**src/rtl/qdac_pkg.sv**
```systemverilog
package qdac_pkg;
  typedef enum logic [1:0] {
    WK_FULL = 2'd0,
    WK_HIGH = 2'd1,
    WK_LOW  = 2'd2
  } wr_kind_t;

  function automatic wr_kind_t classify(input logic wide, input logic hi);
    if (wide) return WK_FULL;
    return hi ? WK_HIGH : WK_LOW;
  endfunction
endpackage

```
**src/rtl/qdac_decode.sv**
```systemverilog
module qdac_decode #(
  parameter int NCH = 4,
  localparam int AW = $clog2(NCH)
) (
  input  logic           en,
  input  logic [AW-1:0]  addr,
  output logic [NCH-1:0] sel
);
  always_comb begin
    sel = '0;
    for (int k = 0; k < NCH; k++)
      if (en && addr == AW'(k)) sel[k] = 1'b1;
  end
endmodule

```
**src/rtl/qdac_chan.sv**
```systemverilog
module qdac_chan
  import qdac_pkg::*;
#(
  parameter int DW   = 12,
  parameter int HI_W = 8,
  localparam int LO_W = DW - HI_W
) (
  input  logic          clk,
  input  logic          rst_n,
  input  logic          wr_en,
  input  wr_kind_t      kind,
  input  logic [DW-1:0] data,
  input  logic          xfer,
  output logic [DW-1:0] dac_q
);
  logic [DW-1:0] in_q;
  logic [DW-1:0] in_next;

  function automatic logic [DW-1:0] merge(input logic [DW-1:0] old,
                                          input logic [DW-1:0] d,
                                          input wr_kind_t k);
    case (k)
      WK_HIGH: return {d[DW-1 -: HI_W], old[LO_W-1:0]};
      WK_LOW:  return {old[DW-1 -: HI_W], d[DW-1 -: LO_W]};
      default: return d;
    endcase
  endfunction

  assign in_next = merge(in_q, data, kind);

  always_ff @(posedge clk or negedge rst_n) begin
    if (!rst_n)     in_q <= '0;
    else if (wr_en) in_q <= in_next;
  end

  always_ff @(posedge clk or negedge rst_n) begin
    if (!rst_n)    dac_q <= '0;
    else if (xfer) dac_q <= in_q;
  end

  // an upper-part write keeps the low nibble
  a_r4_low_kept: assert property (@(posedge clk) disable iff (!rst_n)
    wr_en && kind == WK_HIGH |=> in_q[LO_W-1:0] == $past(in_q[LO_W-1:0]));
  // a nibble write keeps the upper byte
  a_r5_high_kept: assert property (@(posedge clk) disable iff (!rst_n)
    wr_en && kind == WK_LOW |=> in_q[DW-1 -: HI_W] == $past(in_q[DW-1 -: HI_W]));
  // the output changes only on a transfer
  a_r6_dac_isolated: assert property (@(posedge clk) disable iff (!rst_n)
    !xfer |=> $stable(dac_q));
  // the staging register holds without a write
  a_r9_stage_hold: assert property (@(posedge clk) disable iff (!rst_n)
    !wr_en |=> $stable(in_q));
  // a transfer takes the pre-write staging value
  a_r8_old_value: assert property (@(posedge clk) disable iff (!rst_n)
    xfer && wr_en |=> dac_q == $past(in_q));
endmodule

```
**src/rtl/quad_dac_frontend.sv**
```systemverilog
module quad_dac_frontend
  import qdac_pkg::*;
#(
  parameter int NCH  = 4,
  parameter int DW   = 12,
  parameter int HI_W = 8,
  localparam int AW  = $clog2(NCH)
) (
  input  logic              clk,
  input  logic              rst_n,
  input  logic              cs_n,
  input  logic              wr_n,
  input  logic [AW-1:0]     addr,
  input  logic              wide_bus,
  input  logic              part_hi,
  input  logic [DW-1:0]     data,
  input  logic              xfer_n,
  input  logic              xwr_n,
  output logic [NCH*DW-1:0] dac_out
);
  wire       wr_strobe = !cs_n && !wr_n;
  wire       xfer_go   = !xfer_n && !xwr_n;
  wr_kind_t  kind;
  logic [NCH-1:0] chan_wr;

  assign kind = classify(wide_bus, part_hi);

  qdac_decode #(.NCH(NCH)) dec_i (
    .en(wr_strobe), .addr(addr), .sel(chan_wr)
  );

  for (genvar k = 0; k < NCH; k++) begin : g_chan
    qdac_chan #(.DW(DW), .HI_W(HI_W)) chan_i (
      .clk(clk), .rst_n(rst_n), .wr_en(chan_wr[k]), .kind(kind),
      .data(data), .xfer(xfer_go), .dac_q(dac_out[k*DW +: DW])
    );
  end

  // at most one channel enabled per write
  a_r2_one_channel: assert property (@(posedge clk) disable iff (!rst_n)
    $onehot0(chan_wr));
  // a write strobe always reaches exactly one channel
  a_r2_strobe_hits: assert property (@(posedge clk) disable iff (!rst_n)
    wr_strobe |-> $countones(chan_wr) == 1);
  // without a strobe, no channel is enabled
  a_r9_no_strobe: assert property (@(posedge clk) disable iff (!rst_n)
    !wr_strobe |-> chan_wr == '0);
  // without a transfer, all outputs hold
  a_r7_outputs_hold: assert property (@(posedge clk) disable iff (!rst_n)
    !xfer_go |=> $stable(dac_out));
endmodule

```
**config.mk**
```make
export PLATFORM = sky130hd
export DESIGN_NAME = quad_dac_frontend
export DESIGN_NICKNAME = d
export VERILOG_FILES = /design/src/rtl/qdac_pkg.sv /design/src/rtl/qdac_decode.sv /design/src/rtl/qdac_chan.sv /design/src/rtl/quad_dac_frontend.sv
export SDC_FILE = /design/constraint.sdc
export NUM_CORES = 1
export LEC_CHECK = 0
export BUFFER_PORTS_ARGS = -buffer_cell sky130_fd_sc_hd__buf_2
export CAP_MARGIN = 20
export CORE_MARGIN = 3
export CORE_UTILIZATION = 30
export CTS_CLUSTER_DIAMETER = 200
export DETAILED_ROUTE_END_ITERATION = 8
export SLEW_MARGIN = 20
export SYNTH_ARGS = -nofsm -noshare
export SYNTH_HDL_FRONTEND = slang
export SYNTH_SLANG_ARGS = --single-unit
```
**constraint.sdc**
```tcl
create_clock -name clk -period 1.6 [get_ports clk]
set_input_delay 0.08 -clock clk [delete_from_list [all_inputs] [get_ports clk]]
set_output_delay 0.08 -clock clk [all_outputs]
set_load 0.02 [all_outputs]
```
==> summary.md, run 1 <==
| Metric | Value |
|---|---|
| Status | `finished, final reports clean` |
| Final Hold Viols | `0` |
| Area contributors post-synth | `dfrtp_1 (65%), mux2_2 (29%), buf_2 (0.95%)` |
| Clk slew on worst S/H paths | `roughly 0.06 ns` |
| ANT cells | `0` |
| CP Launch Type | `input pin` |
| Sequential Area | `roughly 2400 µm²` |
| WL final | `around 7.6 mm` |
| Met1 usage | `between 10% and 20%` |
| Post-layout util | `38.95%` |
| Slew Viols, Final | `0` |
| Clock Latency Late Sink | `approximately 0.33 ns` |
| Fillers | `approximately 1,100` |
| Initial Util | `a little under a third` |
| CP Cell Sequence | `buf_2 -> nor3_1 -> o211ai_2 -> mux2_2` |
| Worst-Margin Slew | `between 0.6 and 0.7 ns` |
| Bufs and invs on worst path | `1` |
| Hold Path Cell Cnt | `2` |
| Logic pwr share | `between 20% and 30%` |
| Ys async rst share | `100.0%` |
| Post-Syn Area per Cell | `16.38 µm²` |
| Max cap viols | `0` |
| DR iter-0 viols | `95` |
| Register area share after synthesis | `between 60% and 70%` |
| Synthesis Warnings | `0` |
| Area of the multi-input gates | `1267 µm²` |
| Htree depth | `3` |
| Initial antenna violation count | `0` |
| GR Util met2 | `18.43%` |
| Relative max-transition margin | `58.30%` |
| Post-CTS Setup Bufs | `0` |
| Largest net degree at the start of global routing | `97` |
| Vias in the first global route | `2,231` |
| Peak VDD IR | `~0.8 mV` |
| Nets | `324` |
| Tcrit/Tclk final | `about 64%` |
| CP Depth | `4` |
| Minimum clock period | `around 1.0 ns` |
| Met3 Resource Use GR | `roughly 3.7%` |
| # DRC | `0` |
| Cell Pwr Density | `roughly 1600 nW/µm²` |
| Slowest cell on the critical path | `mux2_2` |
| LEAKAGE | `~0.0021 µW` |
| Post-synthesis cell type count | `16` |
| Worst R2R Path Depth | `1` |
| CP required | `around 1.8 ns` |
| Layout cell share with drive strength beyond 1 | `a little over 60%` |
| Clock power share | `between 20% and 30%` |
| TritonCTS clock tree | `built` |
| Post-synth top area cell | `dfrtp_1` |
| DP HPWL | `roughly 5.2 mm` |
| Post-synth top cells | `dfrtp_1 (96), mux2_2 (96), buf_2 (7), nand2_1 (6), nand2b_1 (5)` |
| Internal power | `around 5200 µW` |
| Rows | `39` |
| GRT Total Usage | `between 10 and 15%` |
| Final setup TNS | `0 ns` |
| Area Growth Syn to Fin | `23.72%` |
| RSZ-0062 raised after global routing | `false` |
| Max Root-Sink Buffers | `2` |
| GRT overflow | `0` |
| Hold WC Path Type | `in -> reg` |
| CP arrival | `1.25 ns` |
| Max frequency | `just under 1000 MHz` |
| Final ANT Viol Nets | `0` |
| TritonRoute pass-1 iters | `4` |
| Synthesized net count | `between 200 and 250` |
| Layout Skew | `~0.0035 ns` |
| Io pins | `70` |
| Die H | `between 100 and 150 µm` |
| RD Place Congestion | `~0.7` |
| Switch Pwr | `2114 µW` |
| Critical path's top delay family | `multiplexers` |
| First-pass GRT wire length | `12.30 mm` |
| Synthesis-stage register bit count | `96` |
| CTS Sinks | `96` |
| Port Buffers | `just under 70` |
| Mapped Cells | `around 230` |
| Gr busiest metal | `met2` |
| Area share of the largest cell type after synthesis | `about two thirds` |
| Worst-path fanout max | `8` |
| CTS Buf Count | `9` |
| Register share of total power | `between 40 and 50%` |
| CTS Root Cell | `clkbuf_16` |
| Commonest register cell after synthesis | `dfrtp_1` |
| Vias/cell | `between 4 and 5` |
| Core ar. | `between 10,000 and 15,000 µm²` |
| EDFF count, synth | `0` |
| Cell area after synthesis | `3702 µm²` |
| Total die area | `13,710 µm²` |
| Finish-stage setup viols | `0` |
| Setup CP Type | `in -> reg` |
| Sw Share | `roughly 29%` |
| Max stage delay on crit path | `roughly 0.37 ns` |
| Routed WL per cell | `about 16 µm` |
| CP endpoint kind | `register` |
| Horiz. Die Dim | `about 120 µm` |
| Vias | `2,122` |
==> power by group through the flow <==
stage	logic (µW)	registers, µW	clock network [µW]
global placement	1790	3450	0
global route	1930	3520	2320
detailed placement	1830	3470	0
floorplan	670	3910	0
CTS	1830	3430	2210
finish	1780	3420	2130
==> metal layers <==
| metal | up-vias | routed length, µm |
|---|---|---|
| met2 | 58 | 3705 |
| met4 | 0 | 85 |
| li1 | 962 | - |
| met5 | - | 0 |
| met1 | 1094 | 3396 |
| met3 | 8 | 401 |
==> kinds of logic after synthesis <==
family	after synthesis	share of synthesized area [%]
muxes	96	29.20
DFF	96	64.89
and+or+nand+nor	18	3.075
AOI/OAI and AO/OA	8	1.757
buffers and inverters	8	1.081
==> metrics by stage <==
| step | instance area (µm²) | std cells | power [µW] | hold slack [ns] | setup slack, ns |
|---|---|---|---|---|---|
| detailed placement | 4270 | 454 | 5304 | 0.1820 | 0.2021 |
| floorplan | 3702 | 226 | 4576 | -0.2156 | 0.4909 |
| global placement | 4270 | 454 | 5245 | 0.1688 | 0.2202 |
| CTS | 4581 | 471 | 7483 | 0.01690 | 0.5612 |
| finish | 4581 | 471 | 7327 | 0.03548 | 0.5690 |
| global route | 4581 | 471 | 7770 | 0.02799 | 0.4613 |
==> what timing repair did <==
item,in CTS,in global routing
hold buffers,1,0
endpoints found under the hold margin,96,0
resized for setup,0,0
==> worst paths after layout <==
| kind | start | to | slack [ns] |
|---|---|---|---|
| setup / recovery | cs_n | g_chan[1].chan_i.in_q[5] | 0.57 |
| hold / removal | data[7] | g_chan[2].chan_i.in_q[7] | 0.04 |
| setup reg to reg | g_chan[1].chan_i.dac_q[10] | g_chan[1].chan_i.dac_q[10] | 0.82 |
| hold reg to reg | g_chan[2].chan_i.in_q[5] | g_chan[2].chan_i.dac_q[5] | 0.50 |
| max in group asynchronous | rst_n | g_chan[3].chan_i.dac_q[0] | 0.84 |
| min in group asynchronous | rst_n | g_chan[0].chan_i.dac_q[4] | 0.31 |
==> placed cells by master (no fill, tap or decap), types with 2 or more instances in the layout <==
cell type  instances
buf_12             2
buf_2             68
buf_4              2
clkbuf_1           2
clkbuf_16          9
clkbuf_8           2
clkinv_2           2
dfrtp_1           96
mux2_2            96
nand2_1            6
nand2b_1           5
o21ai_0            4
o21ai_2            2
==> cell type report <==
| class | instances | share of cell area, % |
|---|---|---|
| clock inverter | 3 | 0.8741 |
| multi-input combinational | 122 | 27.67 |
| sequential | 96 | 52.44 |
| tap | 164 | 4.480 |
| timing repair buffer | 73 | 8.850 |
| clock buffer | 13 | 5.682 |
==> flip-flops by register name, indices dropped and copies added (netlist names) <==
signal and count:
g_chan.chan_i.dac_q 48, g_chan.chan_i.in_q 48
Power figures use the tool's default switching activity.
==> inputs of run 2 (changes only) <==
ABC_AREA = 1   (was default)
clock period = 0.85 ns   (was 1.6 ns; I/O delays follow)
==> run 2 against run 1 <==
Compared with the run above:
- critical path type is now reg -> out
- critical endpoint is now dac_out[25]
- clock power grew 110%
- sequential power grew 78%
- clock skew is essentially flat
- the run now ends with negative setup slack left
- combinational power grew 75%
==> summary.md, run 2 <==
| Metric | Value |
|---|---|
| Status | `finished with violations (was finished, final reports clean)` |
| Violated checks | `negative setup slack` |
| Post-synthesis cell type count | `16 (unchanged)` |
| CP Cell Sequence | `buf_6 (was buf_2 -> nor3_1 -> o211ai_2 -> mux2_2)` |
| Area share of the largest cell type after synthesis | `60.78% (was 64.89%)` |
| Final ANT Viol Nets | `0 (unchanged)` |
| Area Growth Syn to Fin | `33.59% (was 23.72%)` |
| Layout Skew | `0.003674 ns (was 0.003523 ns)` |
| Finish-stage setup viols | `48 (was 0)` |
| Synthesis Warnings | `0 (unchanged)` |
| Hold_sp | `data[8] (was data[7])` |
| Area contributors post-synth | `dfrtp_1 (61%), nand2_1 (21%), o21ai_0 (6.3%) (was dfrtp_1 (65%), mux2_2 (29%), buf_2 (0.95%))` |
| Max stage delay on crit path | `0.41 ns (was 0.37 ns)` |
| CTS Buf Count | `9 (unchanged)` |
| LEAKAGE | `0.002835 µW (was 0.002127 µW)` |
| Peak VDD IR | `0.8924 mV (was 0.8007 mV)` |
| Sw Share | `28.49% (was 28.86%)` |
| Top flop regs | `g_chan.chan_i.dac_q: 48 flops, g_chan.chan_i.in_q: 48 flops (unchanged)` |
| DP HPWL | `7.027 mm (was 5.189 mm)` |
| Layout cell share with drive strength beyond 1 | `21.67% (was 61.56%)` |
| CP arrival | `0.89 ns (was 1.25 ns)` |
| R2R Path Start | `g_chan[3].chan_i.dac_q[5] (was g_chan[1].chan_i.dac_q[10])` |
| Routed WL per cell | `14.02 µm (was 16.11 µm)` |
| CP Launch Type | `register (was input pin)` |
| Horiz. Die Dim | `120.8 µm (was 117.1 µm)` |
| Worst r2r dst | `g_chan[3].chan_i.dac_q[5] (was g_chan[1].chan_i.dac_q[10])` |
| Switch Pwr | `3897 µW (was 2114 µW)` |
| Worst Hold End | `g_chan[3].chan_i.in_q[8] (was g_chan[2].chan_i.in_q[7])` |
| RSZ-0062 raised after global routing | `true (was false)` |
| DR iter-0 viols | `271 (was 95)` |
| CP required | `0.81 ns (was 1.82 ns)` |
| Io pins | `70 (unchanged)` |
| Synthesis-stage register bit count | `96 (unchanged)` |
| Core ar. | `12,770 µm² (was 11,760 µm²)` |
| WL final | `9.982 mm (was 7.588 mm)` |
| Sequential Area | `2402 µm² (unchanged)` |
| Most frequent cells in the layout | `nand2_1 (220), dfrtp_1 (96), o21ai_0 (49), buf_6 (48), nand3_1 (28) (was mux2_2 (96), dfrtp_1 (96), buf_2 (68), clkbuf_16 (9), nand2_1 (6))` |
| Mapped Cells | `451 (was 226)` |
| Rows | `41 (was 39)` |
| RD Place Congestion | `0.8250 (was 0.7089)` |
| Post-synth top cells | `nand2_1 (220), dfrtp_1 (96), o21ai_0 (50), nand3_1 (28), inv_1 (18) (was dfrtp_1 (96), mux2_2 (96), buf_2 (7), nand2_1 (6), nand2b_1 (5))` |
| Bufs and invs on worst path | `1 (unchanged)` |
| Minimum clock period | `~0.93 ns` |
| Post-layout util | `41.34% (was 38.95%)` |
| TritonRoute pass-1 iters | `4 (unchanged)` |
| Register share of total power | `44.5% (was 46.7%)` |
| Final worst setup slack | `-0.08105 ns (was 0.5690 ns)` |
| Clock Latency Late Sink | `0.34 ns (was 0.33 ns)` |
| Slowest cell on the critical path | `dfrtp_1 (was mux2_2)` |
| Clock power share | `32.7% (was 29.0%)` |
| GRT overflow | `0 (unchanged)` |
| Vias/cell | `4.493 (was 4.505)` |
| Setup CP Type | `reg -> out (was in -> reg)` |
| Final Hold Viols | `0 (unchanged)` |
| Commonest register cell after synthesis | `dfrtp_1 (unchanged)` |
| Synthesized net count | `473 (was 248)` |
| Worst-Margin Slew | `0.4192 ns (was 0.6237 ns)` |
| R2R Setup Slk | `0.07 ns (was 0.82 ns)` |
| Commonest non-fill, non-tap cell in the layout | `nand2_1` |
| Worst-path fanout max | `2 (was 8)` |
| Slew Viols, Final | `0 (unchanged)` |
| Die H | `120.8 µm (was 117.1 µm)` |
| Logic pwr share | `22.7% (was 24.3%)` |
| Max cap viols | `0 (unchanged)` |
| Cell Pwr Density | `2591 nW/µm² (was 1600 nW/µm²)` |
| Cell area after synthesis | `3953 µm² (was 3702 µm²)` |
| Port Buffers | `69 (unchanged)` |
| Max Root-Sink Buffers | `2 (unchanged)` |
| Register area share after synthesis | `60.78% (was 64.89%)` |
| EDFF count, synth | `0 (unchanged)` |
| Internal power | `9784 µW (was 5213 µW)` |
| Fillers | `1,275 (was 1,134)` |
| # DRC | `0 (unchanged)` |
| Area of the multi-input gates | `1336 µm² (was 1267 µm²)` |
| First-pass GRT wire length | `16.85 mm (was 12.30 mm)` |
| Post-Syn Area per Cell | `8.764 µm² (was 16.38 µm²)` |
| Critical path's top delay family | `flip-flops (was multiplexers)` |
| Worst R2R Path Depth | `3 (was 1)` |
| Max frequency | `1074 MHz` |
| Most common cell in the synthesized netlist | `nand2_1` |
| Clk slew on worst S/H paths | `0.06 ns (about the same)` |
| CP endpoint kind | `output pin (was register)` |
| Hold Path Cell Cnt | `3 (was 2)` |
| Initial Util | `30.94% (was 31.48%)` |
| TritonCTS clock tree | `built (unchanged)` |
| Relative max-transition margin | `72.05% (was 58.30%)` |
| Total Power | `13,680 µW (was 7327 µW)` |
| Post-synth top area cell | `dfrtp_1 (unchanged)` |
| Htree depth | `3 (unchanged)` |
| Tcrit/Tclk final | `109.5%` |
| Largest net degree at the start of global routing | `78 (was 97)` |
| Hold WC Path Type | `in -> reg (unchanged)` |
| Vias | `3,199 (was 2,122)` |
| ANT cells | `0 (unchanged)` |
| Ys async rst share | `100.0% (unchanged)` |
| CTS Sinks | `96 (unchanged)` |
| Initial antenna violation count | `0 (unchanged)` |
| Vias in the first global route | `3,400 (was 2,231)` |
| CTS Root Cell | `clkbuf_16 (unchanged)` |
| GRT Total Usage | `14.81% (was 12.01%)` |
| Nets | `557 (was 324)` |
| Total die area | `14,590 µm² (was 13,710 µm²)` |
==> run 2: changes by cell type after synthesis, sizes merged, moves of 5 or more <==
cell	delta
nand2	+215
mux2	-96
o21ai	+50
nand3	+29
inv	+19
buf	+7
clkbuf	+6
nor2	+6
nand2b	-5
==> run 2: routing by layer <==
metal | global-route usage [%] | wire (µm)
met1 | 20.00 | 4537
met2 | 22.95 | 4648
met3 | 2.853 | 551
met4 | 7.082 | 244
met5 | 0 | 0
==> run 2: timing repair <==
action                                 CTS  global route
hold buffers                             1             0
gates resized for setup                 96             2
setup endpoints to repair               48            49
endpoints found under the hold margin   96             0
pin swaps                                0             1
setup buffers                            6             1
==> run 2: kinds of logic (layout without fill, tap and decap cells) <==
logic type	count (synthesis)	in the layout	share of synthesized area [%]
and+or+nand+nor	259	259	26.62
AOI/OAI and AO/OA	56	56	7.091
DFF	96	96	60.78
buffers and inverters	40	129	5.508
==> run 2: worst max path at each step <==
stage	start	endpoint	slack [ns]	cells past startpoint
2_1_floorplan	addr[1]	g_chan[0].chan_i.in_q[10]	0.12	5
3_3_place_gp	wide_bus	g_chan[0].chan_i.in_q[3]	-0.13	7
3_5_place_dp	wide_bus	g_chan[0].chan_i.in_q[2]	-0.17	7
4_1_cts	g_chan[2].chan_i.dac_q[0]	dac_out[24]	-0.09	1
5_1_grt	g_chan[2].chan_i.dac_q[1]	dac_out[25]	-0.11	1
6_report	g_chan[2].chan_i.dac_q[1]	dac_out[25]	-0.08	1
==> run 2: cell type report <==
cell class | instances | area share, %
multi-input cells | 315 | 25.31
inverters | 19 | 1.351
repair buffers | 94 | 17.30
clock inverters | 4 | 1.422
flip-flops and latches | 96 | 45.50
well taps | 172 | 4.076
clock buffers | 12 | 5.047
==> run 2: power by group through the flow <==
stage               clock network (µW)  registers [µW]  logic (µW)
global route                      4740            6220        3470
CTS                               4550            6110        3160
finish                            4480            6090        3110
floorplan                            0            6550         924
detailed placement                   0            6060        2510
global placement                     0            6040        2450
==> run 2: per-stage QoR <==
stage	std cells	cell area (µm²)	hold slack [ns]	setup TNS [ns]	setup slack (ns)
after floorplan	451	3953	-0.2531	0	0.1172
after global placement	688	4572	0.04412	-3.467	-0.1298
after detailed placement	688	4572	0.04129	-4.466	-0.1742
after CTS	711	5269	0.01030	-3.187	-0.08535
after global routing	712	5280	0.02614	-3.917	-0.1053
final	712	5280	0.01887	-2.622	-0.08105
==> inputs of run 3 (changes only) <==
CORE_ASPECT_RATIO = 1.75   (was default)
==> run 3 against run 2 <==
Compared with the run above:
- the run still ends with negative setup slack left
- sequential cell count unchanged
- clock power down 16%
- sequential power about the same
- global-route usage down 0.55 points
- sequential share of layout area down 0.097 points
- setup slack better by 0.014 ns
- critical path type unchanged
- critical endpoint is now dac_out[35]
==> summary.md, run 3 (same netlist as run 2, synthesis figures left out) <==
| Metric | Value |
|---|---|
| Status | `finished with violations (unchanged)` |
| Violated checks | `negative setup slack (unchanged)` |
| Final setup TNS | `-2.424 ns (was -2.622 ns)` |
| Commonest non-fill, non-tap cell in the layout | `nand2_1 (unchanged)` |
| Final Hold Viols | `0 (unchanged)` |
| CP Launch Type | `register (unchanged)` |
| GRT overflow | `0 (unchanged)` |
| Clock Latency Late Sink | `0.34 ns (about the same)` |
| Critical path's top delay family | `flip-flops (unchanged)` |
| Htree depth | `3 (unchanged)` |
| Cell Pwr Density | `2471 nW/µm² (was 2591 nW/µm²)` |
| Max cap viols | `0 (unchanged)` |
| Vias in the first global route | `3,292 (was 3,400)` |
| Max Root-Sink Buffers | `2 (unchanged)` |
| Initial antenna violation count | `0 (unchanged)` |
| Port Buffers | `69 (unchanged)` |
| CP Cell Sequence | `buf_6 (unchanged)` |
| Routed WL per cell | `13.94 µm (was 14.02 µm)` |
| Die H | `157.8 µm (was 120.8 µm)` |
| Finish-stage setup viols | `48 (unchanged)` |
| Worst-path fanout max | `2 (unchanged)` |
| Final ANT Viol Nets | `0 (unchanged)` |
| Slew Viols, Final | `0 (unchanged)` |
| Vias/cell | `4.490 (was 4.493)` |
| TritonRoute pass-1 iters | `8 (was 4)` |
| Initial Util | `31.12% (was 30.94%)` |
| Relative max-transition margin | `72.38% (was 72.05%)` |
| Bufs and invs on worst path | `1 (unchanged)` |
| Final worst setup slack | `-0.06716 ns (was -0.08105 ns)` |
| # DRC | `0 (unchanged)` |
| Slowest cell on the critical path | `dfrtp_1 (unchanged)` |
| LEAKAGE | `0.002869 µW (was 0.002835 µW)` |
| Rows | `54 (was 41)` |
| First-pass GRT wire length | `16.28 mm (was 16.85 mm)` |
| Minimum clock period | `0.9172 ns (was 0.9311 ns)` |
| CTS Buf Count | `9 (unchanged)` |
| Most frequent cells in the layout | `nand2_1 (219), dfrtp_1 (96), o21ai_0 (50), buf_6 (48), buf_4 (33) (was nand2_1 (220), dfrtp_1 (96), o21ai_0 (49), buf_6 (48), nand3_1 (28))` |
| Io pins | `70 (unchanged)` |
| CP required | `0.81 ns (about the same)` |
| Peak VDD IR | `1.132 mV (was 0.8924 mV)` |
| Total Power | `13,070 µW (was 13,680 µW)` |
| Core ar. | `12,700 µm² (was 12,770 µm²)` |
| CTS Sinks | `96 (unchanged)` |
| RSZ-0062 raised after global routing | `true (unchanged)` |
| CP arrival | `0.87 ns (was 0.89 ns)` |
| GRT Total Usage | `14.26% (was 14.81%)` |
| DR iter-0 viols | `193 (was 271)` |
| RD Place Congestion | `0.8406 (was 0.8250)` |
| Vias | `3,237 (was 3,199)` |
| ANT cells | `0 (unchanged)` |
| Hold WC Path Type | `in -> reg (unchanged)` |
| Max stage delay on crit path | `0.40 ns (was 0.41 ns)` |
| Max frequency | `1090 MHz (was 1074 MHz)` |
| CP endpoint kind | `output pin (unchanged)` |
| Largest net degree at the start of global routing | `64 (was 78)` |
| Nets | `571 (was 557)` |
| Worst-Margin Slew | `0.4143 ns (was 0.4192 ns)` |
| Top flop regs | `g_chan.chan_i.dac_q: 48 flops, g_chan.chan_i.in_q: 48 flops (unchanged)` |
| Horiz. Die Dim | `92.77 µm (was 120.8 µm)` |
| Tcrit/Tclk final | `107.9% (was 109.5%)` |
| Total die area | `14,640 µm² (was 14,590 µm²)` |
| WL final | `10.05 mm (was 9.982 mm)` |
| Area Growth Syn to Fin | `33.87% (was 33.59%)` |
| R2R Setup Slk | `0.07 ns (about the same)` |
| Layout cell share with drive strength beyond 1 | `22.78% (was 21.67%)` |
| Setup CP Type | `reg -> out (unchanged)` |
| TritonCTS clock tree | `built (unchanged)` |
| DP HPWL | `7.535 mm (was 7.027 mm)` |
| Clk slew on worst S/H paths | `0.06 ns (about the same)` |
| Layout Skew | `0.003502 ns (was 0.003674 ns)` |
| CTS Root Cell | `clkbuf_16 (unchanged)` |
[run 3: metal layers]
metal	share of wire, %	wire length [µm]	global-route usage (%)	vias to the layer above
met5	0	0	0	-
met4	2.7	267	6.639	0
met3	4.3	428	2.758	13
met2	52	5264	24.96	66
met1	41	4094	16.73	1538
li1	-	-	-	1620
[run 3: worst paths after layout]
path,startpoint,end,depth (start not counted)
max,g_chan[2].chan_i.dac_q[11],dac_out[35],1
min,data[7],g_chan[3].chan_i.in_q[7],3
max reg2reg,g_chan[1].chan_i.dac_q[1],g_chan[1].chan_i.dac_q[1],3
max in group asynchronous,rst_n,g_chan[0].chan_i.dac_q[7],3
min in group asynchronous,rst_n,g_chan[3].chan_i.dac_q[11],3
min reg2reg,g_chan[1].chan_i.in_q[4],g_chan[1].chan_i.in_q[4],2
[run 3: what timing repair did]
action                     in CTS  in global routing
setup endpoints to repair      48                 52
resized for setup              96                  1
hold endpoints to repair       99                  0
hold buffers                    4                  0
setup buffers                  10                  2
[run 3: power breakdown]
part | leakage [µW] | switching, µW | internal (µW)
clock network | 0.000142 | 1580 | 2210
logic | 0.00149 | 1670 | 1530
registers | 0.00124 | 593 | 5500
total | 0.00287 | 3840 | 9230
[run 3: final cells by class]
| type | instances | area (µm²) |
|---|---|---|
| clock inverter | 2 | 13.76 |
| timing repair buffer | 108 | 988.4 |
| multi-input combinational | 315 | 1335 |
| fill | 1356 | 7411 |
| tap | 168 | 210.2 |
| clock buffer | 13 | 270.3 |
| sequential | 96 | 2402 |
| inverter | 19 | 71.32 |
[run 3: metrics by stage]
stage / utilization (%) / setup slack [ns] / hold slack, ns / area [µm²] / std cells
detailed placement: 36.01 / -0.1087 / 0.08420 / 4574 / 690
finish: 41.66 / -0.06716 / 0.01144 / 5291 / 721
CTS: 41.52 / -0.07790 / 0.004481 / 5274 / 719
global route: 41.66 / -0.09451 / 0.01327 / 5291 / 721
global placement: 36.01 / -0.1054 / 0.07861 / 4574 / 690
floorplan: - / 0.1172 / -0.2531 / 3953 / 451
